**src/rtl/mw_pkg.sv**
```systemverilog
package mw_pkg;

    typedef enum logic [1:0] {
        SQ_IDLE = 2'd0,
        SQ_CMD  = 2'd1,
        SQ_DATA = 2'd2
    } sq_state_e;

endpackage

```
**src/rtl/mw_presence.sv**
```systemverilog
// Samples the shared pad once, on the first edge after reset release.
module mw_presence (
    input  logic clk,
    input  logic rst_n,
    input  logic pin_i,
    output logic present,
    output logic done
);

    typedef struct packed {
        logic done;
        logic present;
    } det_t;

    det_t d, q;

    always_comb begin
        d = q;
        if (!q.done) begin
            d.done    = 1'b1;
            d.present = pin_i;
        end
    end

    always_ff @(posedge clk or negedge rst_n) begin
        if (!rst_n) q <= '0;
        else        q <= d;
    end

    assign present = q.present;
    assign done    = q.done;

endmodule

```
**src/rtl/mw_read_seq.sv**
```systemverilog
// Issues one read command from address zero and then clocks the full array.
module mw_read_seq
    import mw_pkg::*;
#(
    parameter int ADDR_W = 6,
    parameter int DATA_W = 16,
    parameter int WORDS  = 64
) (
    input  logic clk,
    input  logic rst_n,
    input  logic enable,
    input  logic start,
    output logic cs,
    output logic sk,
    output logic di
);

    localparam int CMD_LEN  = 3 + ADDR_W;
    localparam int DATA_LEN = DATA_W * WORDS;
    localparam int MAX_LEN  = (CMD_LEN > DATA_LEN) ? CMD_LEN : DATA_LEN;
    localparam int CNT_W    = $clog2(MAX_LEN + 1);

    typedef struct packed {
        sq_state_e        state;
        logic [CNT_W-1:0] cnt;
        logic             phase;
    } seq_t;

    seq_t d, q;

    always_comb begin
        d = q;
        if (!enable) begin
            d.state = SQ_IDLE;
            d.cnt   = '0;
            d.phase = 1'b0;
        end else begin
            case (q.state)
                SQ_IDLE: begin
                    if (start) begin
                        d.state = SQ_CMD;
                        d.cnt   = '0;
                        d.phase = 1'b0;
                    end
                end
                SQ_CMD: begin
                    d.phase = ~q.phase;
                    if (q.phase) begin
                        if (q.cnt == CNT_W'(CMD_LEN - 1)) begin
                            d.state = SQ_DATA;
                            d.cnt   = '0;
                        end else begin
                            d.cnt = q.cnt + 1'b1;
                        end
                    end
                end
                SQ_DATA: begin
                    d.phase = ~q.phase;
                    if (q.phase) begin
                        if (q.cnt == CNT_W'(DATA_LEN - 1)) begin
                            d.state = SQ_IDLE;
                            d.cnt   = '0;
                        end else begin
                            d.cnt = q.cnt + 1'b1;
                        end
                    end
                end
                default: d.state = SQ_IDLE;
            endcase
        end
    end

    always_ff @(posedge clk or negedge rst_n) begin
        if (!rst_n) q <= '{state: SQ_IDLE, cnt: '0, phase: 1'b0};
        else        q <= d;
    end

    // Read opcode is start bit 1 then 10; address bits are all zero.
    assign cs = (q.state != SQ_IDLE);
    assign sk = cs & q.phase;
    assign di = (q.state == SQ_CMD) && (q.cnt < CNT_W'(2));

endmodule

```
**src/rtl/mw_eeprom_port.sv**
```systemverilog
module mw_eeprom_port #(
    parameter int ADDR_W = 6,
    parameter int DATA_W = 16,
    parameter int WORDS  = 64
) (
    input  logic       clk,
    input  logic       rst_n,
    input  logic       auto_mode,
    input  logic       auto_start,
    input  logic       reg_wr,
    input  logic [2:0] reg_wdata,
    output logic [3:0] reg_rdata,
    output logic       auto_absent,
    output logic       ee_cs,
    output logic       ee_di,
    input  logic       ee_do_i,
    input  logic       sk_pin_i,
    output logic       sk_pin_o,
    output logic       sk_pin_oe,
    input  logic       led_sk_fn,
    input  logic       led_do_fn,
    output logic       do_pin_o,
    output logic       do_pin_oe
);

    localparam int HOST_W = 3;

    typedef struct packed {
        logic [HOST_W-1:0] host;
        logic              mode;
        logic              guard;
        logic              sk_prev;
        logic              do_cap;
    } port_t;

    port_t d, q;

    logic present, det_done;
    logic seq_cs, seq_sk, seq_di;
    logic cs_out, sk_out, di_out;

    mw_presence u_det (
        .clk     (clk),
        .rst_n   (rst_n),
        .pin_i   (sk_pin_i),
        .present (present),
        .done    (det_done)
    );

    mw_read_seq #(
        .ADDR_W (ADDR_W),
        .DATA_W (DATA_W),
        .WORDS  (WORDS)
    ) u_seq (
        .clk    (clk),
        .rst_n  (rst_n),
        .enable (q.mode & ~q.guard),
        .start  (auto_start & present),
        .cs     (seq_cs),
        .sk     (seq_sk),
        .di     (seq_di)
    );

    // Pin ownership: guard cycle first, then sequencer or software bits.
    always_comb begin
        if (q.guard) begin
            cs_out = 1'b0;
            sk_out = 1'b0;
            di_out = 1'b0;
        end else if (q.mode) begin
            cs_out = seq_cs;
            sk_out = seq_sk;
            di_out = seq_di;
        end else begin
            cs_out = q.host[2];
            sk_out = q.host[1];
            di_out = q.host[0];
        end
    end

    always_comb begin
        d         = q;
        d.mode    = auto_mode;
        d.guard   = (auto_mode != q.mode);
        d.sk_prev = sk_out;
        if (reg_wr) d.host = reg_wdata;
        if (sk_out && !q.sk_prev) d.do_cap = ee_do_i;
    end

    always_ff @(posedge clk or negedge rst_n) begin
        if (!rst_n) q <= '0;
        else        q <= d;
    end

    assign ee_cs       = cs_out;
    assign ee_di       = di_out;
    assign sk_pin_oe   = det_done;
    assign sk_pin_o    = cs_out ? sk_out : led_sk_fn;
    assign do_pin_oe   = det_done & ~cs_out;
    assign do_pin_o    = led_do_fn;
    assign auto_absent = q.mode & ~present;
    assign reg_rdata   = {present, q.host[2], q.host[1], q.do_cap};

endmodule

```
**config.mk**
```make
export PLATFORM = sky130hd
export DESIGN_NAME = mw_eeprom_port
export DESIGN_NICKNAME = d
export VERILOG_FILES = /design/src/rtl/mw_pkg.sv /design/src/rtl/mw_presence.sv /design/src/rtl/mw_read_seq.sv /design/src/rtl/mw_eeprom_port.sv
export SDC_FILE = /design/constraint.sdc
export NUM_CORES = 1
export LEC_CHECK = 0
export BUFFER_PORTS_ARGS = -buffer_cell sky130_fd_sc_hd__buf_2
export CAP_MARGIN = 10
export CORE_UTILIZATION = 54
export DETAILED_ROUTE_END_ITERATION = 8
export GPL_TIMING_DRIVEN = 0
export PLACE_DENSITY_LB_ADDON = 0.25
export SLEW_MARGIN = 20
export SYNTH_ARGS = -nofsm -noshare
export SYNTH_HDL_FRONTEND = slang
export SYNTH_SLANG_ARGS = --single-unit
```
**constraint.sdc**
```tcl
create_clock -name clk -period 2.2 [get_ports clk]
set_input_delay 0.44 -clock clk [delete_from_list [all_inputs] [get_ports clk]]
set_output_delay 0.44 -clock clk [all_outputs]
set_load 0.02 [all_outputs]
```
==> results of run 1 <==
power by group through the flow:
stage | logic [mW] | clock network, mW | registers [mW]
after floorplan | 0.144 | 0 | 0.463
after global placement | 0.198 | 0 | 0.465
after detailed placement | 0.202 | 0 | 0.467
after CTS | 0.210 | 0.213 | 0.459
after global routing | 0.242 | 0.225 | 0.464
final | 0.220 | 0.203 | 0.461
worst max-delay path, stage by stage (launching register included):
cell and delay, ns:
dfrtp_1 0.41, or4_4 0.57, nor2_4 0.14, a41oi_2 0.09, nor2_1 0.12, buf_4 0.15
what timing repair did:
item	CTS	global route
pin swaps	5	6
buffers inserted	7	1
cloned	0	0
resized for setup	10	10
setup endpoints to repair	2	9
Yosys cell counts (2+ instances only):
cell type	count	area, µm²
a21oi_1	2	10.0
a41oi_1	2	17.5
and2_1	2	12.5
buf_2	2	10.0
buf_4	5	37.5
buf_6	3	33.8
dfrtp_1	23	576
ha_1	7	87.6
inv_1	8	30.0
mux2_2	5	56.3
mux2i_1	4	40.0
nand2_1	17	63.8
nand3_1	4	20.0
nand4_1	2	12.5
nor2_1	7	26.3
nor2b_1	6	37.5
nor3_1	4	20.0
o2111ai_1	6	52.6
o211ai_1	5	37.5
o21ai_0	3	15.0
o31a_1	2	17.5
or2_2	2	12.5
or3_1	5	31.3
or4_1	2	15.0
routing by layer:
layer / track usage, % / share of wire [%] / vias up
met3: 2.82 / 4.6 / 5
met2: 36.2 / 47 / 40
li1: - / - / 593
met1: 32.4 / 47 / 578
met4: 9.65 / 1.5 / 0
met5: 0 / 0 / -
final timing paths:
check                       startpoint       endpoint  slack (ns)
setup / recovery            u_seq.q[8]          ee_di       -0.04
max in group asynchronous        rst_n     u_seq.q[3]        1.78
setup reg to reg           u_seq.q[13]    u_seq.q[10]        0.11
min in group clk             auto_mode           q[3]        0.24
hold / removal                   rst_n  u_det.present        0.06
hold reg to reg                   q[4]           q[4]        0.52
layout make-up:
cell class / count / area, µm²
clock buffer: 3 / 22.5
fill: 194 / 749
clock inverter: 1 / 5.00
timing repair buffer: 29 / 170
multi-input combinational: 104 / 817
buffer: 11 / 88.8
inverter: 8 / 30.0
tap: 30 / 37.5
sequential: 23 / 579
kinds of logic after synthesis:
| logic type | after synthesis | share of synthesized area, % |
|---|---|---|
| flip-flops | 23 | 39.6 |
| AO/OA/AOI/OAI | 33 | 19.0 |
| XOR/XNOR | 1 | 0.603 |
| AND/OR/NAND/NOR | 53 | 19.6 |
| adder cells (fa/ha/maj) | 7 | 6.03 |
| buffers and inverters | 20 | 8.27 |
| multiplexers | 9 | 6.63 |
| other | 1 | 0.258 |
stage by stage:
stage	power (mW)	cells	hold slack, ns	worst slack, ns
2_1_floorplan	0.608	147	0.144	0.105
3_3_place_gp	0.663	198	0.441	0.0956
3_5_place_dp	0.669	198	0.443	0.0138
4_1_cts	0.882	209	0.0712	-0.0592
5_1_grt	0.931	209	0.113	-0.109
6_report	0.884	209	0.0577	-0.0351
sequential cells by signal (all words and copies together) (netlist names):
register	flops
u_seq.q	14
q	4
reg_rdata	3
u_det.done	1
u_det.present	1
==> flow_summary_export.csv, run 1 <==
group,metric,value,unit
power_and_ir_drop,cellPowerDensity,505,nW/µm²
timing,skew,0.00385,ns
floorplan,rows,18,
route,vias_per_cell,5.82,
clock_network,cts.clk_slew.worst_paths,0.13,ns
cells_and_area,layout_common_cells,"buf_2 (20), dfrtp_1 (20), nand2_1 (17)",
grt,grt_pass1_wl,4780,µm
synthesis,synth_edf_count,0,
cells_and_area,antenna_cells,0,
cells_and_area,syn_to_final_growth,20.5,%
route,num_vias,1216,
route,drtAntennaViolNets,0,
synthesis,syn_area_per_cell,9.88,µm²
clock_network,hold_buffers,0,
cells_and_area,finalNetCount,199,
clock_network,h-tree-depth,1,
placed_design,io_buffers,21,
timing,final.period_utilization,102,%
outcome,status,"finished with violations",
setup_path,start_kind,"flip-flop",
clock_network,cts_tree,"done",
timing,drv_slew,0,
synthesis,yosys_warnings,0,
synthesis,ys_seq_elements,23,
synthesis,syn_area,1450,µm²
placed_design,place_congestion,0.911,
run,maxCapViolCount,0,
outcome,violations,"setup timing",
synthesis,async_flop_share,100,%
floorplan,initial_utilization,58.1,%
synthesis,ys_seq_area_share,39.6,%
route,drc,0,
power_and_ir_drop,p_sw,272,µW
setup_path,required,1.76,ns
placed_design,placed_cell_area,1600,µm²
placed_design,dp_hpwl,2140,µm
floorplan,die-width,53.9,µm
route,routed_wirelength,3000,µm
cells_and_area,fin_area,1750,µm²
route,wire_per_inst,14.3,µm
floorplan,core_area,2500,µm²
clock_network,root_buffer,"clkbuf_4",
synthesis,synth_nets,166,
setup_path,cp_max_fo,2,
power_and_ir_drop,sequentialPowerShare,52.2,%
synthesis,synth.distinct_cells,43,
floorplan,die-area,2900,µm²
timing,rsz0062_at_grt,"yes",
grt,grt_overflow,0,
setup_path,critical_path_class,"reg -> out",
timing,hold_viol,0,
grt,first_global_vias,1032,
synthesis,syn_inst,147,
timing,setup_viol,1,
timing,finalWorstSetupSlack,-0.0351,ns
power_and_ir_drop,power_leakage,0.739,nW
timing,final.setup.tns,-0.0351,ns
power_and_ir_drop,internal_power,613,µW
floorplan,io_pins,23,
power_and_ir_drop,clkPwrFrac,23.0,%
power_and_ir_drop,combPwrFrac,24.8,%
cells_and_area,drive_above_1_share,39.1,%
clock_network,cts.sinks,23,
cells_and_area,post-route-util,70.0,%
worst_hold_path,hp-class,"in -> async",
clock_network,clk_path_buf_depth,2,
route,drt_iter0_drc,42,
grt,grtUsageTotal,23.3,%
grt,grt_max_degree,24,
setup_path,cp.arrival,1.80,ns
setup_path,reg2reg_depth,6,
power_and_ir_drop,irDropWorstVdd,423,µV
synthesis,synth_flop_cell,"dfrtp_1",
timing,fin_crit,2.24,ns
clock_network,clock_latency,0.32,ns
floorplan,die_h,53.9,µm
grt,antenna_found_initial,0,
route,drt_first_pass_iters,4,
clock_network,numCtsBuffers,3,
power_and_ir_drop,switching_share,30.7,%
timing,fmax,447,MHz
setup_path,end_kind,"output pin",
No activity file was read; power rests on OpenSTA's default activity.
==> run 2: changes to the inputs <==
==> constraint.sdc (replaced) <==
create_clock -name clk -period 2.2 [get_ports clk]
set_input_delay 0.33 -clock clk [delete_from_list [all_inputs] [get_ports clk]]
set_output_delay 0.33 -clock clk [all_outputs]
set_load 0.02 [all_outputs]
==> flow_summary_export.csv, run 2 (same netlist as run 1, synthesis figures left out) <==
group,metric,value,unit
clock_network,cts.clk_slew.worst_paths,0.13,ns
route,drt_iter0_drc,41,
route,drc,0,
clock_network,h-tree-depth,1,
grt,grtUsageTotal,22.4,%
worst_hold_path,hp-class,"in -> reg",
floorplan,initial_utilization,58.1,%
grt,antenna_found_initial,0,
cells_and_area,finalNetCount,200,
clock_network,cts.sinks,23,
clock_network,clock_latency,0.33,ns
timing,final.period_utilization,98.6,%
setup_path,worst_r2r_startpoint,"u_seq.q[12]",
worst_hold_path,whs_endpoint,"q[3]",
floorplan,die_h,53.9,µm
clock_network,numCtsBuffers,3,
clock_network,clk_path_buf_depth,2,
route,num_vias,1195,
cells_and_area,regArea,579,µm²
setup_path,critical_path_class,"reg -> out",
grt,grt_overflow,0,
floorplan,io_pins,23,
power_and_ir_drop,power_leakage,0.731,nW
setup_path,start_kind,"flip-flop",
setup_path,cp_max_fo,2,
route,vias_per_cell,5.69,
timing,setup_viol,0,
timing,fmax,461,MHz
placed_design,place_congestion,0.911,
floorplan,die-width,53.9,µm
cells_and_area,max_flop_register,"u_seq.q",
setup_path,reg2reg_depth,6,
timing,max_slew_margin,66.4,%
timing,rsz0062_at_grt,"yes",
timing,tightest_slew,0.505,ns
cells_and_area,fill_cells,192,
route,wire_per_inst,14.3,µm
floorplan,core_area,2500,µm²
timing,whs,0.124,ns
power_and_ir_drop,cellPowerDensity,508,nW/µm²
clock_network,root_buffer,"clkbuf_4",
timing,drv_slew,0,
cells_and_area,syn_to_final_growth,19.8,%
run,maxCapViolCount,0,
route,drtAntennaViolNets,0,
setup_path,reg2reg_slack,0.09,ns
route,drt_first_pass_iters,4,
cells_and_area,multi_input_comb_area,801,µm²
grt,grt_pass1_wl,4580,µm
clock_network,cts_tree,"done",
route,routed_wirelength,3000,µm
power_and_ir_drop,report.power.total,884,µW
setup_path,end_kind,"output pin",
placed_design,dp_hpwl,2140,µm
placed_design,io_buffers,21,
timing,hold_viol,0,
power_and_ir_drop,irDropWorstVdd,424,µV
floorplan,die-area,2900,µm²
cells_and_area,drive_above_1_share,36.7,%
worst_hold_path,hold_depth,1,
cells_and_area,antenna_cells,0,
worst_hold_path,worstHoldStart,"auto_mode",
setup_path,required,1.87,ns
grt,first_global_vias,981,
timing,fin_crit,2.17,ns
outcome,status,"completed",
cells_and_area,largest_register_ffs,14,
setup_path,r2r-end,"u_seq.q[10]",
timing,skew,0.00275,ns
setup_path,cp.arrival,1.84,ns
floorplan,rows,18,
cells_and_area,layout_common_cells,"buf_2 (20), dfrtp_1 (20), nand2_1 (17)",
grt,grt_max_degree,24,
run 2: through the flow:
step / TNS, ns / instance area (µm²) / util [%] / setup slack, ns / std cells
finish: 0 / 1740 / 69.6 / 0.0318 / 210
floorplan: 0 / 1450 / - / 0.215 / 147
CTS: 0 / 1650 / 66.0 / 0.00239 / 205
detailed placement: 0 / 1600 / 63.8 / 0.0138 / 198
global placement: 0 / 1600 / 63.8 / 0.0956 / 198
global route: -0.0505 / 1740 / 69.6 / -0.0281 / 210
run 2: layout make-up:
cell class | count | area share (%)
Sequential cell | 23 | 33.3
Inverter | 8 | 1.73
Buffer | 12 | 5.32
Tap cell | 30 | 2.16
Clock inverter | 1 | 0.288
Timing Repair Buffer | 29 | 9.92
Multi-Input combinational cell | 104 | 46.0
Clock buffer | 3 | 1.29
run 2: critical path: stages, from the launching register on:
cell and delay (ns):
dfrtp_2 0.43, or4_4 0.56, nor2_4 0.13, a41oi_2 0.10, nor2_1 0.14, buf_4 0.15
run 2: worst max path at each step:
stage	from	end	slack [ns]	depth (start not counted)
after floorplan	u_seq.q[12]	sk_pin_o	0.21	6
after global placement	u_seq.q[12]	u_seq.q[8]	0.1	6
after detailed placement	u_seq.q[12]	u_seq.q[8]	0.01	6
after CTS	u_seq.q[7]	ee_di	0.002	5
after global routing	u_seq.q[5]	ee_di	-0.03	5
final	u_seq.q[5]	ee_di	0.03	5
run 2: where the power goes:
part / total (mW) / leakage (nW) / internal, mW / switching [mW]
sequential: 0.459 / 0.297 / 0.443 / 0.0166
combinational: 0.216 / 0.416 / 0.0994 / 0.117
clock: 0.208 / 0.0177 / 0.0683 / 0.140
run 2: what timing repair did:
action / CTS / global route
pin swaps: 0 / 8
setup buffers: 2 / 5
endpoints found under the hold margin: 23 / 0
resized for setup: 2 / 15
setup endpoints to repair: 1 / 10
hold buffers: 1 / 0
run 2: layer usage:
layer / vias to the layer above / wire length (µm) / GRT usage (%)
li1: 594 / - / -
met1: 549 / 1430 / 31.9
met2: 47 / 1380 / 33.7
met3: 5 / 141 / 2.82
met4: 0 / 49 / 9.65
met5: - / 0 / 0
